$ cat src/rtl/stkx_pkg.sv
package stkx_pkg;

   typedef enum logic [2:0] {
      OPC_LOAD  = 3'd0,
      OPC_STORE = 3'd1,
      OPC_DUP   = 3'd2,
      OPC_ADD   = 3'd3,
      OPC_SUB   = 3'd4,
      OPC_MUL   = 3'd5
   } stk_op_e;

   typedef enum logic [1:0] {
      ST_IDLE  = 2'd0,
      ST_READ  = 2'd1,
      ST_WRITE = 2'd2
   } stk_state_e;

endpackage

$ cat src/rtl/stkx_store.sv
module stkx_store #(
   parameter int DW    = 32,
   parameter int DEPTH = 8,
   parameter int SPW   = $clog2(DEPTH + 1),
   parameter int IW    = $clog2(DEPTH)
) (
   input  logic           clk,
   input  logic           wr_en,
   input  logic [IW-1:0]  wr_idx,
   input  logic [DW-1:0]  wr_data,
   input  logic [SPW-1:0] sp,
   output logic [DW-1:0]  top_q,
   output logic [DW-1:0]  next_q
);
   logic [DW-1:0]  cells [DEPTH];
   logic [SPW-1:0] top_i;
   logic [SPW-1:0] next_i;

   for (genvar g = 0; g < DEPTH; g++) begin : g_cell
      logic [DW-1:0] q;
      always_ff @(posedge clk) begin
         if (wr_en && (wr_idx == IW'(g))) q <= wr_data;
      end
      assign cells[g] = q;
   end

   assign top_i  = sp - SPW'(1);
   assign next_i = sp - SPW'(2);
   assign top_q  = (sp == '0) ? '0 : cells[top_i[IW-1:0]];
   assign next_q = cells[next_i[IW-1:0]];
endmodule

$ cat src/rtl/stkx_alu.sv
module stkx_alu #(
   parameter int DW = 32
) (
   input  logic [2:0]    op,
   input  logic [DW-1:0] lhs,
   input  logic [DW-1:0] rhs,
   output logic [DW-1:0] res
);
   import stkx_pkg::*;

   always_comb begin
      case (stk_op_e'(op))
         OPC_ADD: res = lhs + rhs;
         OPC_SUB: res = lhs - rhs;
         OPC_MUL: res = lhs * rhs;
         default: res = '0;
      endcase
   end
endmodule

$ cat src/rtl/stkx_ctrl.sv
module stkx_ctrl #(
   parameter int DW    = 32,
   parameter int AW    = 4,
   parameter int DEPTH = 8,
   parameter int SPW   = $clog2(DEPTH + 1),
   parameter int IW    = $clog2(DEPTH)
) (
   input  logic           clk,
   input  logic           rst_n,
   input  logic           insn_valid,
   input  logic [2:0]     insn_op,
   input  logic [AW-1:0]  insn_addr,
   input  logic           mem_ready,
   input  logic [DW-1:0]  mem_rdata,
   input  logic [DW-1:0]  top_q,
   input  logic [DW-1:0]  alu_res,
   output logic           insn_ready,
   output logic           mem_req,
   output logic           mem_we,
   output logic [AW-1:0]  mem_addr,
   output logic [SPW-1:0] sp,
   output logic           err_ovf,
   output logic           err_unf,
   output logic           wr_en,
   output logic [IW-1:0]  wr_idx,
   output logic [DW-1:0]  wr_data
);
   import stkx_pkg::*;

   localparam logic [SPW-1:0] FULL_CNT = SPW'(DEPTH);

   stk_state_e     state_q, state_d;
   logic [SPW-1:0] sp_q, sp_d, sp_m2;
   logic [AW-1:0]  addr_q;
   logic           ovf_q, ovf_d, unf_q, unf_d;
   logic           accept, is_full, is_empty, is_shallow;

   assign accept     = insn_valid && (state_q == ST_IDLE);
   assign is_full    = (sp_q == FULL_CNT);
   assign is_empty   = (sp_q == '0);
   assign is_shallow = (sp_q < SPW'(2));
   assign sp_m2      = sp_q - SPW'(2);

   always_comb begin
      state_d = state_q;
      sp_d    = sp_q;
      ovf_d   = ovf_q;
      unf_d   = unf_q;
      wr_en   = 1'b0;
      wr_idx  = sp_q[IW-1:0];
      wr_data = mem_rdata;
      case (state_q)
         ST_IDLE: if (accept) begin
            case (stk_op_e'(insn_op))
               OPC_LOAD:  if (is_full) ovf_d = 1'b1;
                          else state_d = ST_READ;
               OPC_STORE: if (is_empty) unf_d = 1'b1;
                          else state_d = ST_WRITE;
               OPC_DUP: begin
                  if (is_empty) unf_d = 1'b1;
                  else if (is_full) ovf_d = 1'b1;
                  else begin
                     wr_en   = 1'b1;
                     wr_data = top_q;
                     sp_d    = sp_q + SPW'(1);
                  end
               end
               OPC_ADD, OPC_SUB, OPC_MUL: begin
                  if (is_shallow) unf_d = 1'b1;
                  else begin
                     wr_en   = 1'b1;
                     wr_idx  = sp_m2[IW-1:0];
                     wr_data = alu_res;
                     sp_d    = sp_q - SPW'(1);
                  end
               end
               default: ;
            endcase
         end
         ST_READ: if (mem_ready) begin
            wr_en   = 1'b1;
            sp_d    = sp_q + SPW'(1);
            state_d = ST_IDLE;
         end
         ST_WRITE: if (mem_ready) begin
            sp_d    = sp_q - SPW'(1);
            state_d = ST_IDLE;
         end
         default: state_d = ST_IDLE;
      endcase
   end

   always_ff @(posedge clk) begin
      if (!rst_n) begin
         state_q <= ST_IDLE;
         sp_q    <= '0;
         ovf_q   <= 1'b0;
         unf_q   <= 1'b0;
         addr_q  <= '0;
      end else begin
         state_q <= state_d;
         sp_q    <= sp_d;
         ovf_q   <= ovf_d;
         unf_q   <= unf_d;
         if (accept) addr_q <= insn_addr;
      end
   end

   assign insn_ready = (state_q == ST_IDLE);
   assign mem_req    = (state_q != ST_IDLE);
   assign mem_we     = (state_q == ST_WRITE);
   assign mem_addr   = addr_q;
   assign sp         = sp_q;
   assign err_ovf    = ovf_q;
   assign err_unf    = unf_q;
endmodule

$ cat src/rtl/stack_exec_unit.sv
module stack_exec_unit #(
   parameter int DW    = 32,
   parameter int AW    = 4,
   parameter int DEPTH = 8,
   localparam int SPW  = $clog2(DEPTH + 1),
   localparam int IW   = $clog2(DEPTH)
) (
   input  logic           clk,
   input  logic           rst_n,
   input  logic           insn_valid,
   output logic           insn_ready,
   input  logic [2:0]     insn_op,
   input  logic [AW-1:0]  insn_addr,
   output logic           mem_req,
   output logic           mem_we,
   output logic [AW-1:0]  mem_addr,
   output logic [DW-1:0]  mem_wdata,
   input  logic [DW-1:0]  mem_rdata,
   input  logic           mem_ready,
   output logic [SPW-1:0] depth,
   output logic [DW-1:0]  top_value,
   output logic           err_ovf,
   output logic           err_unf
);
   if (DEPTH < 2 || (DEPTH & (DEPTH - 1)) != 0) begin : g_bad_depth
      $error("stack_exec_unit: DEPTH must be a power of two, at least 2");
   end
   if (DW < 2 || AW < 1) begin : g_bad_width
      $error("stack_exec_unit: DW must be >= 2 and AW >= 1");
   end

   logic           wr_en;
   logic [IW-1:0]  wr_idx;
   logic [DW-1:0]  wr_data, top_q, next_q, alu_res;
   logic [SPW-1:0] sp;

   stkx_ctrl #(.DW(DW), .AW(AW), .DEPTH(DEPTH), .SPW(SPW), .IW(IW)) u_ctrl (
      .clk(clk), .rst_n(rst_n),
      .insn_valid(insn_valid), .insn_op(insn_op), .insn_addr(insn_addr),
      .mem_ready(mem_ready), .mem_rdata(mem_rdata),
      .top_q(top_q), .alu_res(alu_res),
      .insn_ready(insn_ready), .mem_req(mem_req), .mem_we(mem_we),
      .mem_addr(mem_addr), .sp(sp), .err_ovf(err_ovf), .err_unf(err_unf),
      .wr_en(wr_en), .wr_idx(wr_idx), .wr_data(wr_data)
   );

   stkx_store #(.DW(DW), .DEPTH(DEPTH), .SPW(SPW), .IW(IW)) u_store (
      .clk(clk), .wr_en(wr_en), .wr_idx(wr_idx), .wr_data(wr_data),
      .sp(sp), .top_q(top_q), .next_q(next_q)
   );

   stkx_alu #(.DW(DW)) u_alu (
      .op(insn_op), .lhs(next_q), .rhs(top_q), .res(alu_res)
   );

   assign mem_wdata = top_q;
   assign depth     = sp;
   assign top_value = top_q;
endmodule

$ cat config.mk
export PLATFORM = sky130hd
export DESIGN_NAME = stack_exec_unit
export DESIGN_NICKNAME = d
export VERILOG_FILES = /design/src/rtl/stkx_pkg.sv /design/src/rtl/stkx_store.sv /design/src/rtl/stkx_alu.sv /design/src/rtl/stkx_ctrl.sv /design/src/rtl/stack_exec_unit.sv
export SDC_FILE = /design/constraint.sdc
export NUM_CORES = 2
export LEC_CHECK = 0
export ABC_AREA = 1
export BUFFER_PORTS_ARGS = -buffer_cell sky130_fd_sc_hd__clkbuf_2
export CAP_MARGIN = 20
export CORE_MARGIN = 3
export CORE_UTILIZATION = 25
export DETAILED_ROUTE_END_ITERATION = 16
export GPL_TIMING_DRIVEN = 0
export PLACE_DENSITY = 0.38
export SLEW_MARGIN = 40
export SYNTH_ARGS = -nofsm -noshare
export SYNTH_HDL_FRONTEND = slang
export SYNTH_SLANG_ARGS = --single-unit
export TNS_END_PERCENT = 1
$ cat constraint.sdc
create_clock -name clk -period 12.6 [get_ports clk]
set_input_delay 1.26 -clock clk [delete_from_list [all_inputs] [get_ports clk]]
set_output_delay 1.26 -clock clk [all_outputs]
set_load 0.01 [all_outputs]
==> summary.txt <==
Floorplan
  • Area of the die: 139000 um2
  • Die Width: 373 um
  • Starting Density: 0.254
  • Placement row count: 133
  • Core Area: 132000 um2
  • Chip height: 373 um
  • I/O Pins: 120

Worst setup path
  • WP buf/inv: 11
  • Crit-path most repeated cell: fa_1
  • Top delay family on crit path: adder cells
  • Worst Path Max Fanout: 12
  • Required time of the critical path: 12810 ps
  • Crit path kind: reg2reg
  • Reg2reg setup slack: 380 ps
  • Reg2reg end: u_store.g_cell[3].q[30]
  • Crit. Startpoint: u_ctrl.sp[1]
  • CP arrival: 12430 ps
  • R2R depth: 38
  • CP endpoint: u_store.g_cell[3].q[30]
  • Cell depth of the worst setup path: 38
  • Crit end category: register
  • CP max stage cell: fa_1
  • CP startpoint kind: register
  • Reg2reg start: u_ctrl.sp[1]
  • Max stage delay on crit path: 630 ps

STA
  • Clock skew: 48.4 ps
  • Rel. slew slack: 0.367
  • Final period utilization: 0.970
  • RSZ-0062 raised after global routing: yes
  • # setup viols final: 0
  • Final Hold Fails: 0
  • Minimum clock period after layout: 12220 ps
  • Worst slew pin tran: 947 ps
  • Highest clock rate: 81.8 MHz
  • Worst hold slack: 460 ps
  • Max Transition Viols Final: 0

Cells and area
  • Nets: 5214
  • Most frequent cells in the layout: nand2_1 (1139), inv_1 (744), nor2_1 (476)
  • Area delta synth->final: 14.2%
  • Share of layout cells above drive strength 1: 0.100
  • Most common cell after layout, fill and taps aside: nand2_1

Routing
  • Routed Antenna Nets: 0
  • Avg Vias per Cell: 4.95
  • DRT iter0 DRCs: 3221
  • Drt pass-1 iters: 6
  • Total number of vias: 31.6k
  • WL/cell: 27.6 um
  • DRC: 0
  • Routed wire length: 176000 um

Synth
  • Post-synth EDFFs: 256
  • Netlist cell types: 50
  • Net count after synthesis: 5031
  • Ys async rst share: 0
  • Cell taking the most area after synthesis: fa_1
  • FF+latch count, synth: 268
  • Synth top area share: 0.244
  • Top post-synthesis cells by area: fa_1 (24%), edfxtp_1 (23%), nand2_1 (13%)
  • Primary FF master, synth: edfxtp_1
  • Mapped Cells: 4414
  • Sequential cell area fraction in the yosys report: 0.236
  • Synth warn: 0
  • Avg Cell Area, Syn: 7.61 um2
  • Mapped Area: 33600 um2

Global route
  • Grt ovf: 0
  • Largest net degree at the start of global routing: 15
  • Tot GR Track Use: 0.251
  • First-pass GRT wire length: 244000 um
  • Number of global-route vias before repair: 31.6k
  • Initial antenna violation count: 5

CTS
  • Root buffer cell: clkbuf_16
  • CTS tree: done
  • Clk Latency, worst-skew pair: 610 ps
  • Total clock sinks: 268
  • Max clock buf depth: 3
  • Clock transition at path regs: 80 ps
  • H-tree Lvls: 1
  • Post-CTS Hold Buffers: 0
  • Total CTS buffers: 29

Flow run
  • Max Cap Violations: 0

Run status
  • Run status: complete, no violations

Hold path
  • Worst hold path type: reg2reg
  • Worst hold stages: 2

Place
  • IO Port Bufs: 119
  • GPL Wtd Cong: 0.925
  • HPWL after DPL: 138000 um
through the flow:
stage / utilization / instance area (um2) / TNS, ps / cells / worst slack [ps]
finish: 0.290 / 38400 / 0 / 6376 / 379
global route: 0.290 / 38400 / -64.0 / 6375 / -9.21
CTS: 0.289 / 38300 / 0 / 6375 / 193
detailed placement: 0.282 / 37300 / -5090 / 6320 / -326
global placement: 0.275 / 36400 / -181210 / 6288 / -1510
floorplan: - / 33600 / 0 / 4414 / 3670
layer usage:
layer	GRT usage	wire length (um)	share of wire	vias up
met4	0.114	9710	0.055	2
met2	0.410	80300	0.46	1414
met3	0.0275	12200	0.069	326
li1	-	-	-	14100
met5	0	16	0.000091	-
met1	0.335	74100	0.42	15700
cells in the mapped netlist (all sizes together) (4+ instances only):
master   instances
dfxtp           12
a21o             5
edfxtp         256
nand3b           6
xnor2           10
clkbuf          95
clkinv          20
a21oi          154
o211ai          36
a32o             5
nand4           22
or2             19
o31ai            4
inv            765
xor2            45
nand3          362
a31oi            7
fa             409
nor2           501
o221ai           8
o22ai           12
ha             165
nand2         1147
o21ai          177
o21a             6
o2111ai          4
buf            121
a22oi            8
nor3            17
layout make-up:
cell class / count / area (um2)
Tap cell: 1755 / 2200
Clock inverter: 25 / 253
Sequential cell: 268 / 7930
Clock buffer: 29 / 726
Buffer: 214 / 1090
Timing Repair Buffer: 154 / 1300
Multi-Input combinational cell: 3145 / 21900
Antenna cell: 1 / 2.50
Inverter: 785 / 2960
Fill cell: 14600 / 94100
state kept, by name (all words and copies together) (netlist names):
signal / flops
u_ctrl.sp: 4
u_ctrl.state_q: 2
u_store.g_cell.q: 256
u_ctrl.err_ovf: 1
u_ctrl.mem_addr: 4
u_ctrl.err_unf: 1
how the worst min path moves through the flow:
stage                                end      startpoint
after floorplan           u_ctrl.err_unf  u_ctrl.err_unf
after global placement    u_ctrl.err_unf  u_ctrl.err_unf
after detailed placement  u_ctrl.err_unf  u_ctrl.err_unf
after CTS                 u_ctrl.err_unf  u_ctrl.err_unf
after global routing      u_ctrl.err_unf  u_ctrl.err_unf
final                     u_ctrl.err_unf  u_ctrl.err_unf
worst reg2reg max path: cells and delay by family, from the launching register on:
kind,cells,cell delay (ps)
AND/OR/NAND/NOR,9,1670
flip-flops,1,350
AO/OA/AOI/OAI,6,1060
adder cells (fa/ha/maj),10,4840
buffers and inverters,11,3170
XOR/XNOR,2,740
kinds of logic (layout without fill, tap and decap cells):
family | Yosys count | count (layout) | synth area share
simple gates | 2079 | 2079 | 0.252
buf+inv | 1001 | 1207 | 0.118
fa+ha+maj | 574 | 574 | 0.305
compound gates | 437 | 437 | 0.0735
flops | 268 | 268 | 0.236
xor+xnor | 55 | 55 | 0.0146
other cells | 0 | 1 | 0
timing repair:
action	4_1_cts	5_1_grt
gates resized for setup	2	3
pin swaps	1	1
endpoints found under the setup margin	48	40
hold endpoints to repair	0	0
setup buffers	1	2
Power is not shown: default switching activity piles up to over one toggle a cycle in this logic, so the estimate is an artifact.
